$ cat config.mk
export PLATFORM = sky130hd
export DESIGN_NAME = bounce_scan_seq
export DESIGN_NICKNAME = d
export VERILOG_FILES = /design/src/rtl/bss_pkg.sv /design/src/rtl/bss_step_timer.sv /design/src/rtl/bss_bounce_pos.sv /design/src/rtl/bss_ovl_led.sv /design/src/rtl/bounce_scan_seq.sv
export SDC_FILE = /design/constraint.sdc
export NUM_CORES = 1
export LEC_CHECK = 0
export ABC_CLOCK_PERIOD_IN_PS = 26900
export CORE_UTILIZATION = 60
export DETAILED_ROUTE_END_ITERATION = 8
export DONT_BUFFER_PORTS = 1
export PLACE_DENSITY = 0.72
export SYNTH_ARGS = -nofsm -noshare
export SYNTH_HDL_FRONTEND = slang
export SYNTH_HIERARCHICAL = 1
export SYNTH_SLANG_ARGS = --single-unit
export TNS_END_PERCENT = 100
$ cat constraint.sdc
create_clock -name clk -period 26.9 [get_ports clk]
set_clock_uncertainty 0.05 [all_clocks]
set_input_delay 5.38 -clock clk [delete_from_list [all_inputs] [get_ports clk]]
set_output_delay 5.38 -clock clk [all_outputs]
set_load 0.05 [all_outputs]
$ cat src/rtl/bss_pkg.sv
package bss_pkg;
    localparam int PER_W  = 16;
    localparam int FRAC_W = 8;
    localparam logic [FRAC_W-1:0] DUTY_FULL = '1;
    localparam logic [FRAC_W-1:0] OVL_CAP   = FRAC_W'(1 << (FRAC_W - 2));

    typedef struct packed {
        logic [PER_W-1:0]  per;
        logic [FRAC_W-1:0] duty;
        logic [FRAC_W-1:0] ovl;
    } step_cfg_t;

    typedef enum logic {DIR_UP = 1'b0, DIR_DN = 1'b1} scan_dir_t;

    function automatic logic [FRAC_W-1:0] ovl_clip(input logic [FRAC_W-1:0] v);
        return (v > OVL_CAP) ? OVL_CAP : v;
    endfunction

    function automatic logic [PER_W-1:0] frac_of(input logic [PER_W-1:0] p,
                                                  input logic [FRAC_W-1:0] f);
        logic [PER_W+FRAC_W-1:0] prod;
        prod = {{FRAC_W{1'b0}}, p} * {{PER_W{1'b0}}, f};
        return prod[PER_W+FRAC_W-1:FRAC_W];
    endfunction
endpackage

$ cat src/rtl/bss_step_timer.sv
module bss_step_timer
    import bss_pkg::*;
(
    input  logic             clk,
    input  logic             rst,
    input  step_cfg_t        cfg_in,
    output step_cfg_t        cfg_q,
    output logic [PER_W-1:0] cnt,
    output logic             step_adv,
    output logic             frozen
);
    assign frozen   = (cfg_q.per == '0);
    assign step_adv = !frozen && (cnt == cfg_q.per - PER_W'(1));

    always_ff @(posedge clk) begin
        if (rst) begin
            cfg_q <= '0;
            cnt   <= '0;
        end else if (frozen || step_adv) begin
            cfg_q <= cfg_in;
            cnt   <= '0;
        end else begin
            cnt   <= cnt + PER_W'(1);
        end
    end


    cfg_hold_chk: assert property (@(posedge clk) disable iff (rst)
        (!frozen && !step_adv) |=> $stable(cfg_q));

    freeze_cnt_chk: assert property (@(posedge clk) disable iff (rst)
        frozen |=> (cnt == '0));

    cnt_range_chk: assert property (@(posedge clk) disable iff (rst)
        !frozen |-> (cnt < cfg_q.per));
endmodule

$ cat src/rtl/bss_bounce_pos.sv
module bss_bounce_pos
    import bss_pkg::*;
#(
    parameter int NCH = 8,
    localparam int IDX_W = $clog2(NCH)
) (
    input  logic             clk,
    input  logic             rst,
    input  logic             step_adv,
    input  logic             frozen,
    output logic [IDX_W-1:0] cur_idx,
    output logic [IDX_W-1:0] prev_idx,
    output logic             prev_vld
);
    localparam logic [IDX_W-1:0] LAST = IDX_W'(NCH - 1);

    scan_dir_t dir;

    always_ff @(posedge clk) begin
        if (rst) begin
            cur_idx  <= '0;
            prev_idx <= '0;
            prev_vld <= 1'b0;
            dir      <= DIR_UP;
        end else if (frozen) begin
            prev_vld <= 1'b0;
        end else if (step_adv) begin
            prev_idx <= cur_idx;
            prev_vld <= 1'b1;
            case (dir)
                DIR_UP: begin
                    if (cur_idx == LAST) begin
                        cur_idx <= LAST - IDX_W'(1);
                        dir     <= DIR_DN;
                    end else begin
                        cur_idx <= cur_idx + IDX_W'(1);
                    end
                end
                default: begin
                    if (cur_idx == '0) begin
                        cur_idx <= IDX_W'(1);
                        dir     <= DIR_UP;
                    end else begin
                        cur_idx <= cur_idx - IDX_W'(1);
                    end
                end
            endcase
        end
    end


    neighbour_step_chk: assert property (@(posedge clk) disable iff (rst)
        step_adv |=> ((cur_idx == $past(cur_idx) + IDX_W'(1)) ||
                      (cur_idx == $past(cur_idx) - IDX_W'(1))));

    no_repeat_chk: assert property (@(posedge clk) disable iff (rst)
        step_adv |=> (prev_vld && (cur_idx != prev_idx)));
endmodule

$ cat src/rtl/bss_ovl_led.sv
module bss_ovl_led
    import bss_pkg::*;
(
    input  logic              clk,
    input  logic              rst,
    input  logic [FRAC_W-1:0] ovl_q,
    output logic              led
);
    logic [FRAC_W-1:0] pwm;
    logic [FRAC_W:0]   thr;

    assign thr = (FRAC_W+1)'(ovl_clip(ovl_q)) << 2;
    assign led = ({1'b0, pwm} < thr);

    always_ff @(posedge clk) begin
        if (rst) pwm <= '0;
        else     pwm <= pwm + FRAC_W'(1);
    end


    led_dark_chk: assert property (@(posedge clk) disable iff (rst)
        (ovl_q == '0) |-> !led);

    led_full_chk: assert property (@(posedge clk) disable iff (rst)
        (ovl_q >= OVL_CAP) |-> led);
endmodule

$ cat src/rtl/bounce_scan_seq.sv
module bounce_scan_seq
    import bss_pkg::*;
#(
    parameter int NCH = 8,
    localparam int IDX_W = $clog2(NCH)
) (
    input  logic              clk,
    input  logic              rst,
    input  logic [PER_W-1:0]  step_period,
    input  logic [FRAC_W-1:0] duty_frac,
    input  logic [FRAC_W-1:0] ovl_frac,
    output logic [NCH-1:0]    hi_bus,
    output logic [NCH-1:0]    lo_bus,
    output logic              ovl_led
);
    step_cfg_t        cfg_in, cfg_q;
    logic [PER_W-1:0] cnt, on_len, ovl_len;
    logic             step_adv, frozen, full, in_on, ovl_on, prev_vld;
    logic [IDX_W-1:0] cur_idx, prev_idx;
    logic [NCH-1:0]   ch_out;

    assign cfg_in = '{per: step_period, duty: duty_frac, ovl: ovl_frac};

    bss_step_timer u_timer (
        .clk(clk), .rst(rst), .cfg_in(cfg_in), .cfg_q(cfg_q),
        .cnt(cnt), .step_adv(step_adv), .frozen(frozen)
    );

    bss_bounce_pos #(.NCH(NCH)) u_pos (
        .clk(clk), .rst(rst), .step_adv(step_adv), .frozen(frozen),
        .cur_idx(cur_idx), .prev_idx(prev_idx), .prev_vld(prev_vld)
    );

    bss_ovl_led u_led (
        .clk(clk), .rst(rst), .ovl_q(cfg_q.ovl), .led(ovl_led)
    );

    assign full    = (cfg_q.duty == DUTY_FULL);
    assign on_len  = full ? cfg_q.per : frac_of(cfg_q.per, cfg_q.duty);
    assign ovl_len = frac_of(cfg_q.per, ovl_clip(cfg_q.ovl));
    assign in_on   = (cnt < on_len);
    assign ovl_on  = full && prev_vld && (cnt < ovl_len);

    for (genvar g = 0; g < NCH; g++) begin : g_ch
        logic is_cur, is_prev;
        assign is_cur    = (cur_idx == IDX_W'(g));
        assign is_prev   = (prev_idx == IDX_W'(g));
        assign ch_out[g] = frozen ? is_cur : ((is_cur && in_on) || (is_prev && ovl_on));
    end

    assign hi_bus = ch_out;
    assign lo_bus = ch_out;


    single_on_chk: assert property (@(posedge clk) disable iff (rst)
        (!frozen && full && cfg_q.ovl == '0) |-> ($countones(hi_bus) == 1));

    max_two_chk: assert property (@(posedge clk) disable iff (rst)
        $countones(hi_bus) <= 2);

    duty_no_ovl_chk: assert property (@(posedge clk) disable iff (rst)
        (!frozen && !full) |-> ($countones(hi_bus) <= 1));

    freeze_hold_chk: assert property (@(posedge clk) disable iff (rst)
        (frozen && $past(frozen)) |-> $stable(hi_bus));
endmodule

==> out/summary.txt <==
CTS Sinks = 64
Post-synth EDFFs = 0
Clk_lat worst skew = 0.36 ns
Crit path max-delay cell type = o21ai_2
Gr ovfl total = 0
Cell Pwr Density = 49.40 nW/um^2
CTS root buf = clkbuf_16
Initial antenna violation count = 0
Clock-pin slew on the worst setup and hold paths = 0.07 ns
Number of global-route vias before repair = 9331
Total power = 610.2 uW
Mapped Area = 11820 sq um
DP HPWL = 20100 um
Nets = 1643
Worst EP arrival = 8.74 ns
Post-CTS Hold Buffers = 0
WL final = 27220 um
Drt via density = 5.837
Worst Tran Pin Value = 1.089 ns
Sum Neg Setup Slack = 0 ns
Worst hold path class = register to register
MaxCap Viol Count = 0
Synth cell types = 81
Hold path start = u_led/pwm[0]
Post-CTS sizing = 0
Final ANT Viol Nets = 0
Fmax = 70.57 MHz
Largest net degree at the start of global routing = 97
IO Count = 51
PortBufs = 0
Final GP Congestion = 0.8665
Syn Area/Cell = 8.762 sq um
CORE AREA = 19020 sq um
Syn. warnings = 6
Fin. Hold Viols = 0
Final Max Slew Viols = 0
Rows = 50
Crit path cell chain = nor2_4, buf_4, and3_1, fa_1, fa_1, fa_1, inv_1, fa_1, inv_1, ha_1, a21oi_1, a2bb2oi_1, nand4b_1, o21ai_2, a211oi_1, or3_1, a21oi_1, xor2_1, ha_1, a21o_1, a21oi_1, o2111ai_1, or4b_2, o21ai_2
WS Path Type = register to output port
Chip height = 142.4 um
Post-Synthesis Cells = 1349
CTS max path bufs = 2
RSZ-0062 raised after global routing = no
Ys async rst share = 0%
Detailed-route via count = 9251
Most frequent cells in the layout = inv_1 (190), fa_1 (166), nand2_1 (123), ha_1 (123), nor2_1 (86)
P_leak = 6.456 nW
Gr usage total = 29.32%
CTS tree = done
Initial Util = 62.15%
Drt pass-1 iters = 5
R2R Path Start = u_timer/cfg_q[16]
Max stage delay on crit path = 0.85 ns
Die X = 142.4 um
CP max FO = 96
CP Buf/Inv Count = 3
Cell repeated most along the worst path = fa_1
Setup crit start = u_timer/cfg_q[6]
Drt drc = 0
Sequential share of the synthesized area = 10.84%
Slew headroom = 27.09%
Final Util = 64.95%
Diode count = 0
Min Hold Slack = 0.4279 ns
Number of post-CTS setup repair buffers = 0
Die area = 20260 sq um
Max VDD drop = 0.09111 mV
Iter 0 DRT Violations = 604
#FFs+latches synth = 64
Main synth FF type = dfxtp_1
First-pass GRT wire length = 46330 um
Share of cells above drive strength 1 = 6.038%
CP endpoint kind = output port
WL/cell = 17.17 um
Commonest non-fill, non-tap cell in the layout = inv_1
WP data required = 21.47 ns
CTS buffer count = 9
Outcome = complete, no violations
Cell family with most CP delay = adder cells
Area grow syn2layout = 4.498%
Final Setup Violations = 0
Tcrit/Tclk final = 52.68%
H-tree Lvls = 3
Min Tclk post-route = 14.17 ns
Crit start category = register
-- registers in the layout, summed over array words and instances (netlist names) --
signal / count
u_led/pwm: 8
u_pos/cur_idx: 3
u_pos/prev_vld: 1
u_pos/prev_idx: 3
u_pos/dir: 1
u_timer/cfg_q: 32
u_timer/cnt: 16
-- stage by stage --
step,std cells,setup WS [ns],cell area (sq um)
detailed placement,1569,13.14,12040
global route,1585,12.26,12350
floorplan,1363,13.28,11870
finish,1585,12.73,12350
CTS,1585,12.76,12350
global placement,1569,13.31,12040
-- final cells by class --
type | count | area [sq um]
inverters | 190 | 713.2
flip-flops and latches | 64 | 1281
well taps | 260 | 325.3
multi-input cells | 1039 | 9600
clock buffers | 10 | 239.0
fillers | 1671 | 6666
repair buffers | 16 | 120.1
clock inverters | 6 | 72.57
-- power by group --
part | switching [mW] | leakage (nW) | internal [mW]
registers | 0.0381 | 0.520 | 0.105
logic | 0.207 | 5.79 | 0.129
clock network | 0.0550 | 0.150 | 0.0756
-- final timing paths --
kind / to / slack (ns) / cells past startpoint
worst max-delay path: hi_bus[2] / 12.73 / 24
worst min-delay path: u_led/pwm[0] / 0.43 / 1
worst max register to register: u_pos/dir / 22.99 / 11
worst min register to register: u_led/pwm[0] / 0.43 / 1
-- logic make-up after synthesis --
group                      after synthesis  synth area share (%)
muxes                                   31                 2.625
xor gates and xnor gates                60                 4.446
adders and majority gates              289                 41.13
other                                    2               0.06354
and+or+nand+nor                        489                 22.18
buffers and inverters                  260                 8.923
AOI/OAI and AO/OA                      154                 9.792
DFF                                     64                 10.84
-- cells in the mapped netlist, types with 3 or more instances --
library cell,instances,area [sq um]
nor2_1,87,326.6
or3_1,10,62.56
ha_1,123,1539
nand4b_1,6,52.55
o31ai_1,3,22.52
xnor2_1,29,254.0
or2_2,3,18.77
dfxtp_1,64,1281
buf_4,10,75.07
mux2i_1,31,310.3
a21oi_1,35,175.2
nand2b_4,3,41.29
buf_2,3,15.01
clkbuf_1,48,180.2
buf_6,5,56.30
or4b_2,3,30.03
nor2b_1,17,106.4
a211o_1,3,26.28
a211oi_1,4,30.03
o21ai_0,29,145.1
nand4_1,12,75.07
o21a_1,10,75.07
a31oi_1,4,25.02
nand2b_1,5,31.28
buf_1,4,15.01
nand3_1,33,165.2
and2_1,60,375.4
nand3b_1,4,30.03
or4_1,4,30.03
fa_1,166,3323
xor2_1,31,271.5
a311oi_1,5,43.79
inv_1,190,713.2
nor3_1,13,65.06
a21o_1,19,142.6
a21oi_2,6,52.55
and4_1,3,26.28
nand2_1,123,461.7
nor4_2,5,62.56
and3_1,83,519.3
-- per-layer routing --
metal	GRT usage, %	vias to the layer above	wire length (um)
met1	38.90	4604	12060
li1	-	4347	-
met2	49.61	258	13040
met3	4.475	42	1562
met5	0	-	0
met4	8.319	0	553
No activity file was read; power rests on OpenSTA's default activity.
